### src/rtl/ringmatch_pkg.sv
package ringmatch_pkg;
  localparam logic [1:0] RING_USER = 2'd0;
  localparam logic [1:0] RING_OS   = 2'd1;
  localparam logic [1:0] RING_POOL = 2'd2;
  localparam logic [1:0] RING_PHYS = 2'd3;
endpackage

### src/rtl/rm_phys_cam.sv
module rm_phys_cam #(
  parameter int BLK_W = 4,
  parameter int IDX_W = 24,
  parameter int TID_W = 7,
  parameter int PID_W = 8
) (
  input  logic [BLK_W-1:0]       local_blk,
  input  logic [PID_W-1:0]       pid,
  output logic [BLK_W+IDX_W-1:0] cam
);
  logic [IDX_W-1:0] idx;

  // Marker bit at position TID_W, thread id bits below it, zeros above.
  always_comb begin
    idx            = '0;
    idx[TID_W]     = 1'b1;
    idx[TID_W-1:0] = pid[TID_W-1:0];
    cam            = {local_blk, idx};
  end

  initial begin
    assert (TID_W < IDX_W && TID_W <= PID_W)
      else $error("rm_phys_cam: thread id width does not fit");
  end
endmodule

### src/rtl/rm_thread_sel.sv
module rm_thread_sel
  import ringmatch_pkg::*;
#(
  parameter int CAM_W = 28,
  parameter int SRV_W = 8
) (
  input  logic             fmt,
  input  logic             ignore,
  input  logic [CAM_W-1:0] target,
  input  logic [SRV_W-1:0] server,
  input  logic             phys_v,
  input  logic [CAM_W-1:0] phys_cam,
  input  logic [CAM_W:0]   pool_w,
  input  logic [CAM_W:0]   os_w,
  input  logic [SRV_W:0]   user_w,
  output logic             hit,
  output logic [1:0]       ring
);
  logic phys_hit, pool_hit, os_hit, user_hit;

  always_comb begin
    phys_hit = phys_v && (phys_cam == target);
    pool_hit = pool_w[CAM_W] && (pool_w[CAM_W-1:0] == target);
    os_hit   = os_w[CAM_W] && (os_w[CAM_W-1:0] == target);
    user_hit = os_hit && user_w[SRV_W] && (user_w[SRV_W-1:0] == server);
  end

  always_comb begin
    hit  = 1'b0;
    ring = RING_USER;
    if (fmt) begin
      if (user_hit) begin
        hit  = 1'b1;
        ring = RING_USER;
      end
    end else if (!ignore) begin
      if (phys_hit) begin
        hit  = 1'b1;
        ring = RING_PHYS;
      end else if (pool_hit) begin
        hit  = 1'b1;
        ring = RING_POOL;
      end else if (os_hit) begin
        hit  = 1'b1;
        ring = RING_OS;
      end
    end
  end
endmodule

### src/rtl/thread_ring_matcher.sv
module thread_ring_matcher
  import ringmatch_pkg::*;
#(
  parameter int NUM_THREADS = 2,
  parameter int BLK_W       = 4,
  parameter int IDX_W       = 24,
  parameter int TID_W       = 7,
  parameter int PID_W       = 8,
  parameter int SRV_W       = 8
) (
  input  logic                                   clk,
  input  logic                                   rst,
  input  logic                                   req_valid,
  input  logic                                   req_format,
  input  logic [BLK_W-1:0]                       req_blk,
  input  logic [IDX_W-1:0]                       req_idx,
  input  logic                                   req_ignore,
  input  logic [SRV_W-1:0]                       req_server,
  input  logic [BLK_W-1:0]                       local_blk,
  input  logic [NUM_THREADS*PID_W-1:0]           proc_id,
  input  logic [NUM_THREADS-1:0]                 phys_valid,
  input  logic [NUM_THREADS*(BLK_W+IDX_W+1)-1:0] pool_word,
  input  logic [NUM_THREADS*(BLK_W+IDX_W+1)-1:0] os_word,
  input  logic [NUM_THREADS*(SRV_W+1)-1:0]       user_word,
  output logic                                   out_valid,
  output logic [NUM_THREADS-1:0]                 out_match,
  output logic [NUM_THREADS*2-1:0]               out_ring
);
  localparam int CAM_W = BLK_W + IDX_W;
  localparam int CTX_W = CAM_W + 1;
  localparam int USR_W = SRV_W + 1;

  logic [CAM_W-1:0]       target;
  logic [NUM_THREADS-1:0] hit_c;
  logic [NUM_THREADS*2-1:0] ring_c;

  assign target = {req_blk, req_idx};

  for (genvar t = 0; t < NUM_THREADS; t++) begin : g_thr
    logic [CAM_W-1:0] pcam;

    rm_phys_cam #(.BLK_W(BLK_W), .IDX_W(IDX_W), .TID_W(TID_W), .PID_W(PID_W)) u_pcam (
      .local_blk (local_blk),
      .pid       (proc_id[t*PID_W +: PID_W]),
      .cam       (pcam)
    );

    rm_thread_sel #(.CAM_W(CAM_W), .SRV_W(SRV_W)) u_sel (
      .fmt      (req_format),
      .ignore   (req_ignore),
      .target   (target),
      .server   (req_server),
      .phys_v   (phys_valid[t]),
      .phys_cam (pcam),
      .pool_w   (pool_word[t*CTX_W +: CTX_W]),
      .os_w     (os_word[t*CTX_W +: CTX_W]),
      .user_w   (user_word[t*USR_W +: USR_W]),
      .hit      (hit_c[t]),
      .ring     (ring_c[t*2 +: 2])
    );


    no_match_ring_zero_chk: assert property (@(posedge clk) disable iff (rst)
      !out_match[t] |-> out_ring[t*2 +: 2] == RING_USER);


    user_fmt_ring_chk: assert property (@(posedge clk) disable iff (rst)
      (req_valid && req_format) |=> out_ring[t*2 +: 2] == RING_USER);
  end

  always_ff @(posedge clk) begin
    if (rst) begin
      out_valid <= 1'b0;
      out_match <= '0;
      out_ring  <= '0;
    end else begin
      out_valid <= req_valid;
      if (req_valid) begin
        out_match <= hit_c;
        out_ring  <= ring_c;
      end
    end
  end


  strobe_follow_chk: assert property (@(posedge clk) disable iff (rst)
    req_valid |=> out_valid);


  strobe_idle_chk: assert property (@(posedge clk) disable iff (rst)
    !req_valid |=> !out_valid);


  ignore_no_match_chk: assert property (@(posedge clk) disable iff (rst)
    (req_valid && !req_format && req_ignore) |=> out_match == '0);


  hold_results_chk: assert property (@(posedge clk) disable iff (rst)
    !req_valid |=> ($stable(out_match) && $stable(out_ring)));
endmodule

### config.mk
export PLATFORM = sky130hd
export DESIGN_NAME = thread_ring_matcher
export DESIGN_NICKNAME = d
export VERILOG_FILES = /design/src/rtl/ringmatch_pkg.sv /design/src/rtl/rm_phys_cam.sv /design/src/rtl/rm_thread_sel.sv /design/src/rtl/thread_ring_matcher.sv
export SDC_FILE = /design/constraint.sdc
export NUM_CORES = 1
export LEC_CHECK = 0
export ABC_CLOCK_PERIOD_IN_PS = 3610
export BUFFER_PORTS_ARGS = -buffer_cell sky130_fd_sc_hd__buf_4
export CAP_MARGIN = 40
export CORE_MARGIN = 4
export CORE_UTILIZATION = 42
export DETAILED_ROUTE_END_ITERATION = 6
export HOLD_SLACK_MARGIN = 0.06
export PLACE_DENSITY = 0.83
export SLEW_MARGIN = 30
export SYNTH_ARGS = -nofsm -noshare
export SYNTH_HDL_FRONTEND = slang
export SYNTH_HIERARCHICAL = 1
export SYNTH_SLANG_ARGS = --single-unit
export TNS_END_PERCENT = 5
### constraint.sdc
create_clock -name clk -period 3.61 [get_ports clk]
set_input_delay 0.5415 -clock clk [delete_from_list [all_inputs] [get_ports clk]]
set_output_delay 0.5415 -clock clk [all_outputs]
set_load 0.05 [all_outputs]
Word level (Yosys, flattened, before mapping):

Cells that the tools add are included.

* equality and inequality tests: 8
* reductions and logical operators: 10
* multiplexer cells: 22

Operators by type and width (number)
* == test 28 bit: 6
* == test 8 bit: 2
* 2-to-1 mux 2 bit: 8
* 2-to-1 mux 1 bit: 14
* logical AND 1 bit: 10

* word-level logic and storage cells: 43
* bits in registers: 7

Depth between registers and ports, before layout:

Gate-level depths: netlist of the first run.

* word-level depth: 7
* gate-level depth with buffers: 8
* depth with buffers taken out: 7

Modules after synthesis:

The synthesis of the first run kept the hierarchy.

Modules (own cells, without submodules)
* rm_thread_sel: times used 2, seq. area each 0.0 µm², cells an instance 133, area an instance 1052.3 µm²
* rm_phys_cam: times used 2, seq. area each 0.0 µm², cells an instance 30, area an instance 217.7 µm²
* thread_ring_matcher: times used 1, seq. area each 140.1 µm², cells an instance 21, area an instance 240.2 µm²

Worst setup path before layout of the first run:

No wires, ideal clock.

* path type: input to register
* start point: in req_idx[13]
* end point: reg out_match[0]
* path slack: 1.666 ns
* setup time: 0.065 ns
* buffers on the path: 0
* arrival time: 1.879 ns
* stages: 7
* cell sequence: xnor2_1 -> nand4_1 -> or4_1 -> or2_1 -> a32oi_1 -> mux2i_1 -> nor2_1

* longest elaborated chain between the ends: 7
* elaborated cells on any way between the ends: 14
* those cells by class: eq/ne (3); mux (6); reduce/logical (5)

Ends and longest elaborated chain
* start: declaration: RTL line thread_ring_matcher.sv:16 `input logic [IDX_W-1:0] req_idx,`
* == test 28 bit: RTL line rm_thread_sel.sv:24 `os_hit = os_w[CAM_W] && (os_w[CAM_W-1:0] == target);`
* logical AND 1 bit: RTL line rm_thread_sel.sv:24
* 2-to-1 mux 1 bit: RTL line rm_thread_sel.sv:43 `end else if (os_hit) begin`
* 2-to-1 mux 1 bit: RTL line rm_thread_sel.sv:40 `end else if (pool_hit) begin`
* 2-to-1 mux 1 bit: RTL line rm_thread_sel.sv:37 `if (phys_hit) begin`
* 2-to-1 mux 1 bit: RTL line rm_thread_sel.sv:36 `end else if (!ignore) begin`
* 2-to-1 mux 1 bit *: RTL line rm_thread_sel.sv:31 `if (fmt) begin`
* via hit_c[0]: RTL line thread_ring_matcher.sv:34 `logic [NUM_THREADS-1:0] hit_c;`
* end signal: assignment: RTL line thread_ring_matcher.sv:79 `out_match <= hit_c;`
* end: declaration: RTL line thread_ring_matcher.sv:26 `output logic [NUM_THREADS-1:0] out_match,`

The timed path passes the listed nets; every way through them passes the cells marked *.
A chain may end at the register's enable or synchronous reset.

Final worst setup path of the first run:

* start point: in req_idx[21]
* end point: reg out_match[1]

The elaborated chain is that of the path after synthesis.

==> qor.csv, run 1 <==
metric,value,unit
tightest_slew,720,ps
slew_violations,0,
skew,0,ps
mostFrequentLayoutCell,buf_4,
fp.dieArea,7990,sq um
path_class,input port to flip-flop,
cp-end-kind,flip-flop,
vias,2929,
run_status,"complete, no violations",
fin_ws,1470,ps
finalCriticalPeriod,2140,ps
cts_buffers,3,
grt_util_met1,0.254,
cpLargestDelayFamily,simple AND/OR/NAND/NOR gates,
cts_buffer_depth,2,
antennaDiodeCount,0,
ys_ff_latch,7,
synth.distinct_cells,21,
gp_congestion,0.888,
nNetsFinal,723,
rows,29,
cts_resized,0,
grt_pass1_wl,14000,microns
dpl_cell_area,4070,sq um
leakagePower,1.77,nW
firstDrtPassIters,4,
place_hpwl,8860,microns
maxSlewHeadroom,0.516,
drcViolationCount,0,
cap_violations,0,
syn_avg_cell_area,8.01,sq um
ir_drop,0.167,mV
ys_seq_area_frac,0.0504,
antenna_found_initial,0,
final_cell_mix,"201 x buf_4, 126 x xnor2_1, 58 x xor2_1",
grt.busiest_layer,met2,
port_buffers,201,
drtAntennaViolNets,0,
die_y,89.4,microns
ff_latch_area,140,sq um
hp-class,flip-flop to flip-flop,
crit_arrival,2300,ps
io_pins,204,
yosysWarnings,6,
cts_tree,yes,
clk_latency,230,ps
syn_to_final_growth,47.9,%
fin_crit_sh,0.592,
start_util,0.435,
cp_slowest_cell,nor4_1,
start_kind,input port,
clkTransAtPathRegs,40,ps
fill_cells,551,
hold_viol_final,0,
multi_input_area,2320,sq um
grt_use_met2,0.432,
synth_cells,347,
wl_per_cell,16.4,microns
fmax,468,MHz
postCtsSetupRepairBufs,0,
grt_max_degree,8,
timing.hold.ws,511,ps
crit_chain,"buf_4, xnor2_1, nand4_1, nor4_1, nand4_1, a32oi_1, mux2i_1, nor2_1",
design_area,4110,sq um
use_met3,0.0535,
clock_sinks,7,
drt_iter0_markers,70,
setup_violations,0,
cts-root-buf,clkbuf_8,
grt_setup_unrepaired,no,
wirelength,9890,microns
core-area,6390,sq um
synthesis.area,2780,sq um
routed_via_density,4.87,
cp_slowest_stage_delay,670,ps
dieWidth,89.4,microns
powerDensity,155,nW/um^2
grt_pass1_vias,2958,
cp_common_cell,nand4_1,
cts_hold_buf,0,
groute.usage.overall,0.230,
finalSetupTns,0,ps
worstPathRequired,3770,ps
crit_buf_inv,1,
dp_slack,1290,ps
drive_above_1_share,0.392,
cp_max_fo,6,
htree_levels,1,
grt.overflow.total,0,
-- logic make-up after synthesis --
family	share of synthesized area
xor gates and xnor gates	0.580
and+or+nand+nor	0.169
buffers and inverters	0.155
AOI/OAI and AO/OA	0.0189
DFF	0.0504
muxes	0.0216
other	0.00540
-- cell type report --
type | instances | share of cell area
tap | 77 | 0.0234
multi-input combinational | 313 | 0.565
timing repair buffer | 201 | 0.367
sequential | 7 | 0.0341
clock buffer | 4 | 0.0110
-- final timing paths --
path | slack, ps | from | endpoint | cells after the start
setup reg to reg | 2990 | out_ring[0]$_SDFFE_PP0P_ | out_ring[0]$_SDFFE_PP0P_ | 2
hold reg to reg | 510 | out_match[0]$_SDFFE_PP0P_ | out_match[0]$_SDFFE_PP0P_ | 2
setup / recovery | 1470 | req_idx[21] | out_match[1]$_SDFFE_PP0P_ | 8
hold / removal | 510 | out_match[0]$_SDFFE_PP0P_ | out_match[0]$_SDFFE_PP0P_ | 2
-- where the power goes --
group | total, mW | internal, mW | switching, mW | leakage [nW]
combinational | 0.448 | 0.265 | 0.183 | 1.70
clock | 0.113 | 0.0766 | 0.0360 | 0.0228
sequential | 0.0784 | 0.0783 | 0.000127 | 0.0566
total | 0.639 | 0.420 | 0.219 | 1.77
-- routing by layer --
metal,up-vias,part of all wire
met3,16,0.10
met4,0,0.021
met2,141,0.52
li1,1443,-
met1,1329,0.36
met5,-,0
-- flip-flops by register name, summed over array words and instances, names as in the netlist --
signal / count
out_ring: 4
out_valid: 1
out_match: 2
-- cells in the mapped netlist, drive strengths merged --
master	number	share of area
nand3	2	0.0036
o211ai	2	0.0054
or2	4	0.0090
nor3	2	0.0036
xor2	58	0.18
buf	57	0.16
nand4	34	0.077
nor2b	1	0.0023
nand2	8	0.011
mux2i	6	0.022
xnor2	126	0.40
nor2	6	0.0081
a32oi	2	0.0063
and3	2	0.0045
nor4	20	0.045
or4	2	0.0054
a21oi	4	0.0072
dfxtp	7	0.050
conb	4	0.0054
-- per-stage QoR --
stage	total power, mW	utilization	instances
after global routing	0.680	0.644	602
after floorplan	0.321	-	377
final	0.639	0.644	602
after detailed placement	0.529	0.637	598
after global placement	0.518	0.637	598
after CTS	0.642	0.644	602
-- tightest hold or removal path: cells and delay by family (launching register included) --
family / cells / cell delay [ps]
muxes: 1 / 70
DFF: 1 / 330
and+or+nand+nor: 1 / 70
No activity file was read; power rests on OpenSTA's default activity.
==> run 2: changes to the inputs <==
ABC_CLOCK_PERIOD_IN_PS = 2000   (was 3610)
clock period = 2 ns   (was 3.61 ns; I/O delays follow)
==> run 2 against run 1 <==
Effect of this change:
- via count rose by 1.2%
- sequential cell count did not move
- sequential power rose by 81%
- critical path type unchanged
- largest power group unchanged
==> qor.csv, run 2 (synthesis gave the netlist of run 1 again) <==
metric,value,unit,change
cp_slowest_stage_delay,580,ps,-90 ps
cts_tree,yes,,
drcViolationCount,0,,unchanged
grt.overflow.total,0,,unchanged
ff2ff_path_depth,2,,unchanged
start_kind,input port,,
clk_latency,230,ps,about the same
finalSetupTns,0,ps,unchanged
setup_violations,0,,unchanged
power_switching,0.394,mW,+80%
dieWidth,89.4,microns,unchanged
antennaDiodeCount,0,,unchanged
cp-startpoint,req_idx[7],,
cp_slowest_cell,or4_1,,
largest_reg_flops,4,,unchanged
grt_pass1_vias,3084,,+4.3%
clock_sinks,7,,unchanged
powerDensity,276,nW/um^2,+78%
regMostFlops,out_ring,,
drtAntennaViolNets,0,,unchanged
crit_chain,"buf_4, xnor2_1, nand4_1, or4_1, or2_1, a32oi_1, mux2i_1, nor2_1",,
groute.usage.overall,0.236,,+0.00603
skew,0,ps,unchanged
io_pins,204,,unchanged
leakagePower,1.85,nW,+4.2%
hp-class,input port to flip-flop,,
wl_per_cell,16.3,microns,-0.52%
ff_latch_area,140,sq um,unchanged
worstPathRequired,2160,ps,-1610 ps
postCtsSetupRepairBufs,0,,unchanged
firstDrtPassIters,5,,+1
cts_resized,0,,unchanged
intPower,0.772,mW,+84%
seqPwrFrac,0.121,,-0.002
cts_buffers,3,,unchanged
syn_to_final_growth,51.9,%,
path_class,input port to flip-flop,,
grt_setup_unrepaired,no,,
multi_input_area,2320,sq um,unchanged
run_status,"complete, no violations",,
clkTransAtPathRegs,40,ps,about the same
crit_arrival,2020,ps,-280 ps
slew_violations,0,,unchanged
dpl_cell_area,4180,sq um,+2.8%
cts-root-buf,clkbuf_8,,
nNetsFinal,738,,+2.1%
finalCriticalPeriod,1860,ps,
crit_buf_inv,1,,unchanged
crit_cells,8,,unchanged
p_comb_frac,0.707,,+0.006
die_y,89.4,microns,unchanged
drive_above_1_share,0.409,,+0.0169
fin_crit_sh,0.932,,
rows,29,,unchanged
antenna_found_initial,0,,unchanged
timing.hold.ws,296,ps,-215 ps
ir_drop,0.305,mV,+83%
fill_cells,531,,-3.6%
top_regs,"out_ring (4), out_match (2), out_valid (1)",,
wirelength,10100,microns,+2.0%
swShare,0.338,,-0.00522
cts_buffer_depth,2,,unchanged
clkPwrFrac,0.171,,-0.005
r2r_end,out_match[0]$_SDFFE_PP0P_,,
cp_max_fo,3,,-3
routed_via_density,4.80,,-1.3%
cts_hold_buf,0,,unchanged
fp.dieArea,7990,sq um,unchanged
r2r-start,out_match[0]$_SDFFE_PP0P_,,
start_util,0.435,,unchanged
drt_iter0_markers,67,,-4.3%
grt_max_degree,8,,unchanged
grt_pass1_wl,14200,microns,+1.8%
design_area,4220,sq um,+2.7%
core-area,6390,sq um,unchanged
reg2reg_setup_slack,1380,ps,-1610 ps
htree_levels,1,,unchanged
cp-end-kind,flip-flop,,
cpLargestDelayFamily,simple AND/OR/NAND/NOR gates,,
place_hpwl,9170,microns,+3.5%
gp_congestion,0.854,,-3.8%
fmax,537,MHz,
mostFrequentLayoutCell,buf_4,,
hold_viol_final,0,,unchanged
critical_path.endpoint,out_match[1]$_SDFFE_PP0P_,,
port_buffers,201,,unchanged
cap_violations,0,,unchanged
vias,2963,,+1.2%
final_cell_mix,"216 x buf_4, 126 x xnor2_1, 58 x xor2_1",,
-- run 2: changes by cell type in the layout (fill, tap and decap cells not counted) --
cell,previous run,this run
buf_4,201,216
-- run 2: worst min-delay path by stage --
| stage | start | to | slack, ps | cells after the start |
|---|---|---|---|---|
| final | rst | out_ring[2]$_SDFFE_PP0P_ | 300 | 2 |
| after global routing | rst | out_ring[2]$_SDFFE_PP0P_ | 300 | 2 |
| after CTS | rst | out_ring[2]$_SDFFE_PP0P_ | 300 | 2 |
| after global placement | out_ring[3]$_SDFFE_PP0P_ | out_ring[3]$_SDFFE_PP0P_ | 480 | 2 |
| after floorplan | rst | out_valid$_SDFF_PP0_ | 370 | 1 |
| after detailed placement | out_ring[3]$_SDFFE_PP0P_ | out_ring[3]$_SDFFE_PP0P_ | 490 | 2 |
-- run 2: stage by stage --
| step | cells | worst slack (ps) | utilization | power (mW) |
|---|---|---|---|---|
| global route | 617 | 7.63 | 0.661 | 1.25 |
| global placement | 613 | 11.3 | 0.654 | 0.951 |
| CTS | 617 | 139 | 0.661 | 1.17 |
| detailed placement | 613 | -85.1 | 0.654 | 0.971 |
| floorplan | 377 | 297 | - | 0.580 |
| finish | 617 | 137 | 0.661 | 1.17 |
-- run 2: layer usage --
metal  track usage  wire length (microns)  vias up
li1              -                      -     1473
met1         0.249                   3380     1330
met2         0.468                   5500      144
met3        0.0415                   1010       16
met4        0.0704                    191        0
met5             0                      0        -
-- run 2: power groups by stage --
stage               combinational [mW]  sequential [mW]  clock, mW
detailed placement               0.827            0.144          0
CTS                              0.832            0.142      0.200
finish                           0.824            0.142      0.200
floorplan                        0.432            0.148          0
global route                     0.894            0.142      0.212
global placement                 0.807            0.144          0
-- run 2: final cells by class --
type,count,share of cell area
sequential,7,0.0332
tap,77,0.0228
multi-input combinational,313,0.549
clock buffer,4,0.0107
timing repair buffer,216,0.384
